$ cat config.mk
export PLATFORM = sky130hd
export DESIGN_NAME = cfg_addr_port
export DESIGN_NICKNAME = d
export VERILOG_FILES = /design/src/rtl/cfgp_pkg.sv /design/src/rtl/cfgp_addr_reg.sv /design/src/rtl/cfgp_irq_merge.sv /design/src/rtl/cfgp_seq.sv /design/src/rtl/cfg_addr_port.sv
export SDC_FILE = /design/constraint.sdc
export NUM_CORES = 1
export LEC_CHECK = 0
export ABC_AREA = 1
export BUFFER_PORTS_ARGS = -buffer_cell sky130_fd_sc_hd__buf_4
export CAP_MARGIN = 20
export CORE_MARGIN = 4
export CORE_UTILIZATION = 40
export CTS_CLUSTER_DIAMETER = 60
export CTS_CLUSTER_SIZE = 8
export DETAILED_ROUTE_END_ITERATION = 8
export GPL_TIMING_DRIVEN = 1
export PLACE_DENSITY_LB_ADDON = 0.12
export RECOVER_POWER = 25
export SLEW_MARGIN = 25
export SYNTH_ARGS = -nofsm -noshare
export SYNTH_HDL_FRONTEND = slang
export SYNTH_SLANG_ARGS = --single-unit
$ cat constraint.sdc
create_clock -name clk -period 8.9 [get_ports clk]
set_input_delay 1.335 -clock clk [delete_from_list [all_inputs] [get_ports clk]]
set_output_delay 1.335 -clock clk [all_outputs]
set_load 0.01 [all_outputs]
$ cat src/rtl/cfgp_pkg.sv
package cfgp_pkg;

  typedef enum logic [1:0] {
    ST_IDLE = 2'd0,
    ST_REQ  = 2'd1,
    ST_WAIT = 2'd2,
    ST_DONE = 2'd3
  } seq_state_t;

  // Byte lanes covered by an access of the given size code
  function automatic logic [3:0] size_lanes(input logic [1:0] sz);
    case (sz)
      2'd0:    size_lanes = 4'b0001;
      2'd1:    size_lanes = 4'b0011;
      default: size_lanes = 4'b1111;
    endcase
  endfunction

  // Data mask of an access of the given size code
  function automatic logic [31:0] size_mask(input logic [1:0] sz);
    case (sz)
      2'd0:    size_mask = 32'h0000_00FF;
      2'd1:    size_mask = 32'h0000_FFFF;
      default: size_mask = 32'hFFFF_FFFF;
    endcase
  endfunction

endpackage

$ cat src/rtl/cfgp_addr_reg.sv
module cfgp_addr_reg #(
  parameter int DATA_W = 32
) (
  input  logic              clk,
  input  logic              rst_n,
  input  logic              wr_en,
  input  logic [DATA_W-1:0] wr_data,
  output logic [DATA_W-1:0] addr_q,
  output logic              enabled,
  output logic [7:0]        f_bus,
  output logic [4:0]        f_dev,
  output logic [2:0]        f_func,
  output logic [5:0]        f_reg
);
  localparam int EN_BIT = DATA_W - 1;

  logic [DATA_W-1:0] addr_d;

  always_comb begin
    addr_d = addr_q;
    if (wr_en) begin
      addr_d         = wr_data;
      addr_d[1:0]    = 2'b00;
      addr_d[EN_BIT] = 1'b1;
    end
  end

  always_ff @(posedge clk or negedge rst_n) begin
    if (!rst_n)     addr_q <= '0;
    else if (wr_en) addr_q <= addr_d;
  end

  assign enabled = addr_q[EN_BIT];
  assign f_bus   = addr_q[23:16];
  assign f_dev   = addr_q[15:11];
  assign f_func  = addr_q[10:8];
  assign f_reg   = addr_q[7:2];
endmodule

$ cat src/rtl/cfgp_irq_merge.sv
module cfgp_irq_merge #(
  parameter int NUM_SLOTS = 4
) (
  input  logic                   clk,
  input  logic                   rst_n,
  input  logic [4*NUM_SLOTS-1:0] pins,
  output logic                   irq_q
);
  localparam int NPINS = 4 * NUM_SLOTS;

  logic [NPINS:0] chain;
  assign chain[0] = 1'b0;

  for (genvar i = 0; i < NPINS; i++) begin : g_or
    assign chain[i+1] = chain[i] | pins[i];
  end

  logic irq_d;
  assign irq_d = chain[NPINS];

  always_ff @(posedge clk or negedge rst_n) begin
    if (!rst_n) irq_q <= 1'b0;
    else        irq_q <= irq_d;
  end
endmodule

$ cat src/rtl/cfgp_seq.sv
module cfgp_seq
  import cfgp_pkg::*;
(
  input  logic        clk,
  input  logic        rst_n,
  input  logic        fire,
  input  logic        is_data,
  input  logic        acc_write,
  input  logic [1:0]  acc_off,
  input  logic [1:0]  acc_size,
  input  logic [31:0] acc_wdata,
  input  logic [31:0] reg_rdata,
  input  logic        port_enabled,
  input  logic        rsp_valid,
  input  logic        rsp_claimed,
  input  logic [31:0] rsp_rdata,
  output logic        idle,
  output logic        done,
  output logic [31:0] rdata,
  output logic        req_valid,
  output logic        req_write,
  output logic [3:0]  req_be,
  output logic [31:0] req_wdata
);
  seq_state_t  state_q, state_d;
  logic [1:0]  off_q;
  logic [1:0]  size_q;
  logic        write_q;
  logic [31:0] wdata_q;
  logic [31:0] rdata_q, rdata_d;
  logic        ctx_en, rdata_en;
  logic [7:0]  lanes_wide;
  logic [63:0] wdata_wide;

  always_comb begin
    state_d  = state_q;
    rdata_d  = rdata_q;
    rdata_en = 1'b0;
    ctx_en   = 1'b0;
    case (state_q)
      ST_IDLE: begin
        if (fire) begin
          ctx_en   = 1'b1;
          rdata_en = 1'b1;
          if (is_data && port_enabled) begin
            state_d = ST_REQ;
            rdata_d = '0;
          end else begin
            state_d = ST_DONE;
            if (acc_write)    rdata_d = '0;
            else if (is_data) rdata_d = size_mask(acc_size);
            else              rdata_d = reg_rdata;
          end
        end
      end
      ST_REQ:  state_d = ST_WAIT;
      ST_WAIT: begin
        if (rsp_valid) begin
          state_d  = ST_DONE;
          rdata_en = 1'b1;
          if (write_q)          rdata_d = '0;
          else if (rsp_claimed) rdata_d = (rsp_rdata >> {off_q, 3'b000}) & size_mask(size_q);
          else                  rdata_d = size_mask(size_q);
        end
      end
      default: state_d = ST_IDLE;
    endcase
  end

  always_ff @(posedge clk or negedge rst_n) begin
    if (!rst_n) state_q <= ST_IDLE;
    else        state_q <= state_d;
  end

  always_ff @(posedge clk or negedge rst_n) begin
    if (!rst_n) begin
      off_q   <= '0;
      size_q  <= '0;
      write_q <= 1'b0;
      wdata_q <= '0;
    end else if (ctx_en) begin
      off_q   <= acc_off;
      size_q  <= acc_size;
      write_q <= acc_write;
      wdata_q <= acc_wdata;
    end
  end

  always_ff @(posedge clk or negedge rst_n) begin
    if (!rst_n)        rdata_q <= '0;
    else if (rdata_en) rdata_q <= rdata_d;
  end

  assign lanes_wide = {4'b0000, size_lanes(size_q)} << off_q;
  assign wdata_wide = {32'h0, wdata_q} << {off_q, 3'b000};

  assign idle      = (state_q == ST_IDLE);
  assign done      = (state_q == ST_DONE);
  assign rdata     = rdata_q;
  assign req_valid = (state_q == ST_REQ);
  assign req_write = write_q;
  assign req_be    = lanes_wide[3:0];
  assign req_wdata = wdata_wide[31:0];
endmodule

$ cat src/rtl/cfg_addr_port.sv
module cfg_addr_port
  import cfgp_pkg::*;
#(
  parameter int          ADDR_W     = 8,
  parameter int          NUM_SLOTS  = 4,
  parameter logic [7:0]  STATUS_OFS = 8'hE0
) (
  input  logic                   clk,
  input  logic                   rst_n,
  input  logic                   acc_valid,
  output logic                   acc_ready,
  input  logic                   acc_write,
  input  logic [ADDR_W-1:0]      acc_addr,
  input  logic [1:0]             acc_size,
  input  logic [31:0]            acc_wdata,
  output logic                   acc_done,
  output logic [31:0]            acc_rdata,
  output logic                   cfg_req_valid,
  output logic                   cfg_req_write,
  output logic [7:0]             cfg_bus,
  output logic [4:0]             cfg_dev,
  output logic [2:0]             cfg_func,
  output logic [5:0]             cfg_reg,
  output logic [3:0]             cfg_be,
  output logic [31:0]            cfg_wdata,
  input  logic                   cfg_rsp_valid,
  input  logic                   cfg_rsp_claimed,
  input  logic [31:0]            cfg_rsp_rdata,
  input  logic [4*NUM_SLOTS-1:0] slot_int,
  output logic                   irq_out
);
  localparam int                DATA_W   = 32;
  localparam logic [ADDR_W-1:0] OFS_ADDR = '0;
  localparam logic [ADDR_W-1:0] OFS_STS  = ADDR_W'(STATUS_OFS);
  localparam logic [1:0]        SZ_WORD  = 2'd2;

  // Reset: asserted asynchronously, released on a clock edge
  logic rst_meta_q, rst_sync_n;
  always_ff @(posedge clk or negedge rst_n) begin
    if (!rst_n) begin
      rst_meta_q <= 1'b0;
      rst_sync_n <= 1'b0;
    end else begin
      rst_meta_q <= 1'b1;
      rst_sync_n <= rst_meta_q;
    end
  end

  logic        fire, is_data, is_addr, is_sts, full_wr;
  logic        addr_wr_en, sts_wr_en, seq_idle, port_en;
  logic [31:0] addr_q, status_q, reg_rdata;

  assign fire       = acc_valid & seq_idle;
  assign is_addr    = (acc_addr == OFS_ADDR);
  assign is_sts     = (acc_addr == OFS_STS);
  assign is_data    = (acc_addr[ADDR_W-1:2] == (ADDR_W-2)'(1));
  assign full_wr    = fire & acc_write & (acc_size == SZ_WORD);
  assign addr_wr_en = full_wr & is_addr;
  assign sts_wr_en  = full_wr & is_sts;

  always_comb begin
    if (is_addr)     reg_rdata = addr_q;
    else if (is_sts) reg_rdata = status_q;
    else             reg_rdata = '0;
  end

  always_ff @(posedge clk or negedge rst_sync_n) begin
    if (!rst_sync_n)    status_q <= '0;
    else if (sts_wr_en) status_q <= acc_wdata;
  end

  cfgp_addr_reg #(.DATA_W(DATA_W)) u_addr (
    .clk     (clk),
    .rst_n   (rst_sync_n),
    .wr_en   (addr_wr_en),
    .wr_data (acc_wdata),
    .addr_q  (addr_q),
    .enabled (port_en),
    .f_bus   (cfg_bus),
    .f_dev   (cfg_dev),
    .f_func  (cfg_func),
    .f_reg   (cfg_reg)
  );

  cfgp_seq u_seq (
    .clk          (clk),
    .rst_n        (rst_sync_n),
    .fire         (fire),
    .is_data      (is_data),
    .acc_write    (acc_write),
    .acc_off      (acc_addr[1:0]),
    .acc_size     (acc_size),
    .acc_wdata    (acc_wdata),
    .reg_rdata    (reg_rdata),
    .port_enabled (port_en),
    .rsp_valid    (cfg_rsp_valid),
    .rsp_claimed  (cfg_rsp_claimed),
    .rsp_rdata    (cfg_rsp_rdata),
    .idle         (seq_idle),
    .done         (acc_done),
    .rdata        (acc_rdata),
    .req_valid    (cfg_req_valid),
    .req_write    (cfg_req_write),
    .req_be       (cfg_be),
    .req_wdata    (cfg_wdata)
  );

  cfgp_irq_merge #(.NUM_SLOTS(NUM_SLOTS)) u_irq (
    .clk   (clk),
    .rst_n (rst_sync_n),
    .pins  (slot_int),
    .irq_q (irq_out)
  );

  assign acc_ready = seq_idle;
endmodule

== Yosys cells after proc, flatten, opt, wreduce, memory -nomap -nowiden ==
Cells that the tools add are included.

* Div/mod/pow operators: 0
* Muxes and demuxes: 25
* Order comparisons: 0
* Bitwise operators: 21
* Reductions and logical operators: 8
* Shifts and indexed selects: 3
* Eq/ne operators: 10
* $mul: 0
* Add/subtract/negate cells: 0

{| class="wikitable"
|+ Operators by type and width
! operator !! number
|-
| two-way mux 32 bit || 13
|-
| case mux 32 bit (2 select lines) || 3
|-
| bitwise AND 32 bit || 1
|-
| << shifter 32 x 5 -> 32 bit || 1
|-
| >> shifter 32 x 5 -> 32 bit || 1
|-
| bitwise OR 1 bit || 15
|-
| == test 8 bit, second input constant || 1
|-
| zero test 8 bit || 1
|-
| case mux 4 bit (2 select lines) || 1
|-
| == test 2 x 1 -> 1 bit, second input constant || 3
|-
| == test 2 bit, second input constant || 3
|-
| == test 6 x 1 -> 1 bit, second input constant || 1
|-
| zero test 2 bit || 3
|-
| two-way mux 2 bit || 3
|-
| case mux 2 bit (3 select lines) || 1
|-
| bitwise AND 1 bit || 5
|-
| != test 2 bit, second input constant || 2
|-
| AND reduction 4 bit || 1
|-
| << shifter 4 x 2 -> 4 bit || 1
|-
| two-way mux 1 bit || 3
|-
| case mux 1 bit (2 select lines) || 1
|-
| AND reduction 2 bit || 1
|-
| nonzero test 2 bit || 1
|-
| logical AND 1 bit || 1
|}

* Bits in latches: 0
* Register bits: 136
* Memories: 0
* Memory bits (read-only): 0
* Input port bits: 96
* RAM bits: 0

== Logic depth before layout (Yosys ltp) ==
* Word-level depth: 15
* Depth in mapped cells: 11
* Depth with buffers taken out: 11

== By module ==
Synthesis repeated with hierarchy kept, for this count alone.

* Cells, all modules: 1101
* Area, all modules: 7925.1 um^2

{| class="wikitable"
|+ By module, submodules not included
! module !! cells an instance !! area each (um^2) !! instances
|-
| cfgp_seq || 661 || 4636.9 || 1
|-
| cfg_addr_port || 273 || 1891.8 || 1
|-
| cfgp_addr_reg || 151 || 1315.0 || 1
|-
| cfgp_irq_merge || 16 || 81.3 || 1
|}

== Worst setup path before layout ==
OpenSTA, ideal clock, no wires.

* Kind: flip-flop to output port
* Start point: register u_seq.off_q[0]
* End point: output cfg_wdata[24]
* Path buffers: 4
* Arrival: 1.343 ns
* Required time: 7.565 ns
* Slack: 6.222 ns
* Stages on the path, launching flop included: 8
* Cell sequence: dfrtp_1 > buf_2 > inv_1 > buf_4 > buf_2 > buf_4 > nand2_1 > a22oi_1

* Cells in the longest elaborated chain, start to end: 1

{| class="wikitable"
|+ Ends and longest elaborated chain
! item !! line !! RTL
|-
| start, declared || cfgp_seq.sv:26 || <nowiki>logic [1:0] off_q;</nowiki>
|-
| start signal, assigned || cfgp_seq.sv:82 || <nowiki>off_q <= acc_off;</nowiki>
|-
| << shifter 32 x 5 -> 32 bit || cfgp_seq.sv:95 || <nowiki>assign wdata_wide = {32'h0, wdata_q} << {off_q, 3'b000};</nowiki>
|-
| end, declared || cfg_addr_port.sv:25 || <nowiki>output logic [31:0] cfg_wdata,</nowiki>
|}

Every way passes these cells.

== Worst setup path after layout ==
* Start point: register u_seq.off_q[0]
* End point: output cfg_wdata[22]

Same word-level chain as after synthesis.

==> metrics.yaml <==
outcome: "complete, but fails checks"
violations: "max-capacitance violations, max-slew violations"
grt_overflow: 0
drc: 0
worst_pin_slew_ns: 2.768
worst_setup_path_start_kind: "flip-flop"
path_class: "flip-flop to output pin"
comb_power_share_pct: 44.9
slew_headroom_pct: -84.55
cts-resized-gates: 0
crit_path_end_kind: "output pin"
cts_tree: "built"
fin_skew_ns: 0.01287
dp.final_hpwl_um: 16460
cts_setup_buffers: 0
setup_viol: 0
drv_slew: 139
yosysSeqAreaShare_pct: 44.75
regArea_mm2: 0.003405
synthCells: 1036
maxCapViolations: 2
fmax_mhz: 226.0
clk-insertion-delay-late_ns: 0.42
dieWidth_um: 145.9
num_rows: 50
cts_max_level: 4
p_sw_share_pct: 39.82
p_sw_mw: 1.227
vias: 7159
p_per_area_mw_per_mm2: 322.7
place_congestion: 0.8633
initial_core_util_pct: 40.66
core_area_mm2: 0.01871
fin_crit_sh_pct: 49.73
io_pins: 191
yosysUniqueCellTypes: 32
wl_um: 23130
layout-drive-gt1-share_pct: 21.56
hold_violations: 0
rsz0062_at_grt: "false"
drt_iter0_markers: 522
leakagePower_nw: 5.025
required_ns: 7.57
antennaDiodeCount: 0
hp-class: "flip-flop to flip-flop"
avgSynthCellArea_um2: 7.341
cts_sinks: 136
die_h_um: 145.9
final.setup.tns_ns: 0
clk_pin_slew_worst_paths_ns: 0.07
grt_pass1_wl_um: 36700
final_common_cell: "nand2_1"
antenna_found_initial: 0
cts_buffers: 17
cts_root_buffer: "clkbuf_16"
synth_area_mm2: 0.007605
hold_ws_ns: 0.3497
multi_input_area_mm2: 0.003249
antenna_left: 0
post_drt_wl_per_cell_um: 16.33
fillers: 1908
ctsHoldBuffers: 0
cts.path.max_buffers: 2
mostFrequentLayoutCells: "nand2_1, buf_4, dfrtp_1"
seqPwrFrac_pct: 30.8
portBuffers: 190
grt_start_max_net_pins: 73
path_max_fanout: 62
finalCriticalPeriod_ns: 4.426
yosysWarningCount: 0
grt_pass1_vias: 6659
nets: 1271
synth_nets: 1137
p_int_mw: 1.854
via_per_inst: 5.052
yosys_register_bits: 136
ir_drop_v: 0.0002039
pwr-share-clk_pct: 24.3
dr.pass1.iters: 6
area_delta_synth_final_pct: 25.57
track_usage_pct: 21.45
power.total_mw: 3.081
critPathArrivalTime_ns: 3.09
fp.dieArea_mm2: 0.02128
worst max-delay path, cell delays in order (launching register included):
cell and delay (ns):
dfrtp_2 1.03, inv_1 0.49, buf_4 0.41, nand2_1 0.35, o32ai_1 0.19, buf_4 0.19
cell type report:
cell class | instances | share of cell area (%)
clock buffer | 18 | 4.494
multi-input combinational | 687 | 34.03
timing repair buffer | 201 | 15.68
clock inverter | 14 | 2.083
tap | 234 | 3.066
sequential | 136 | 35.65
inverter | 127 | 4.992
kinds of logic after synthesis:
family                   share of synthesized area, %
other                                         0.04931
AND/OR/NAND/NOR                                 26.83
adder cells (fa/ha/maj)                        0.8226
buffers and inverters                           12.52
flip-flops                                      44.75
AO/OA/AOI/OAI                                   15.02
Yosys cell counts, drive strengths merged:
cell type,count,area share (%)
a21boi,24,2.4
a21oi,49,3.2
a22oi,9,0.89
buf,65,5.2
clkbuf,21,1.0
conb,1,0.049
dfrtp,136,45
ha,5,0.82
inv,127,6.3
nand2,271,13
nand3,128,8.5
nand4,2,0.16
nor2,68,3.6
nor3,2,0.20
nor4,4,0.33
o21ai,107,7.5
o22ai,1,0.082
o32ai,8,0.92
or2,8,0.66
worst paths after layout:
path / startpoint / end / depth (start not counted) / slack, ns
max: u_seq.off_q[0] / cfg_wdata[22] / 5 / 4.47
min: rst_meta_q / rst_sync_n / 0 / 0.35
max reg2reg: u_seq.state_q[0] / status_q[1] / 11 / 4.83
min reg2reg: rst_meta_q / rst_sync_n / 0 / 0.35
max in group asynchronous: rst_sync_n / u_seq.off_q[0] / 1 / 5.71
min in group asynchronous: rst_n / rst_meta_q / 1 / 0.69
metal layers:
metal  wire length, µm  share of wire (%)  global-route usage, %
met1             10670                 46                  31.66
met2             10270                 44                  32.29
met5                 0                  0                      0
met4               308                1.3                  4.891
met3              1881                8.1                  4.734
flip-flops by register name, summed over array words and instances (netlist names), 2 cells and up:
signal	flops
status_q	32
u_addr.addr_q	30
u_seq.off_q	2
u_seq.rdata	32
u_seq.size_q	2
u_seq.state_q	2
u_seq.wdata_q	32
power groups by stage:
| stage | clock network (mW) | registers [mW] | logic, mW |
|---|---|---|---|
| floorplan | 0 | 0.921 | 0.869 |
| global placement | 0 | 0.956 | 1.38 |
| detailed placement | 0 | 0.958 | 1.39 |
| CTS | 0.762 | 0.949 | 1.40 |
| global route | 0.790 | 0.973 | 1.55 |
| finish | 0.748 | 0.949 | 1.38 |
metrics by stage:
stage | util (%) | instance area (µm²) | setup slack (ns) | std cells
after floorplan | - | 7605 | 4.830 | 1036
after global placement | 47.79 | 8939 | 5.010 | 1385
after detailed placement | 47.79 | 8939 | 4.967 | 1385
after CTS | 51.14 | 9567 | 4.519 | 1417
after global routing | 51.05 | 9549 | 4.152 | 1417
final | 51.05 | 9549 | 4.474 | 1417
No activity file was read; power rests on OpenSTA's default activity.
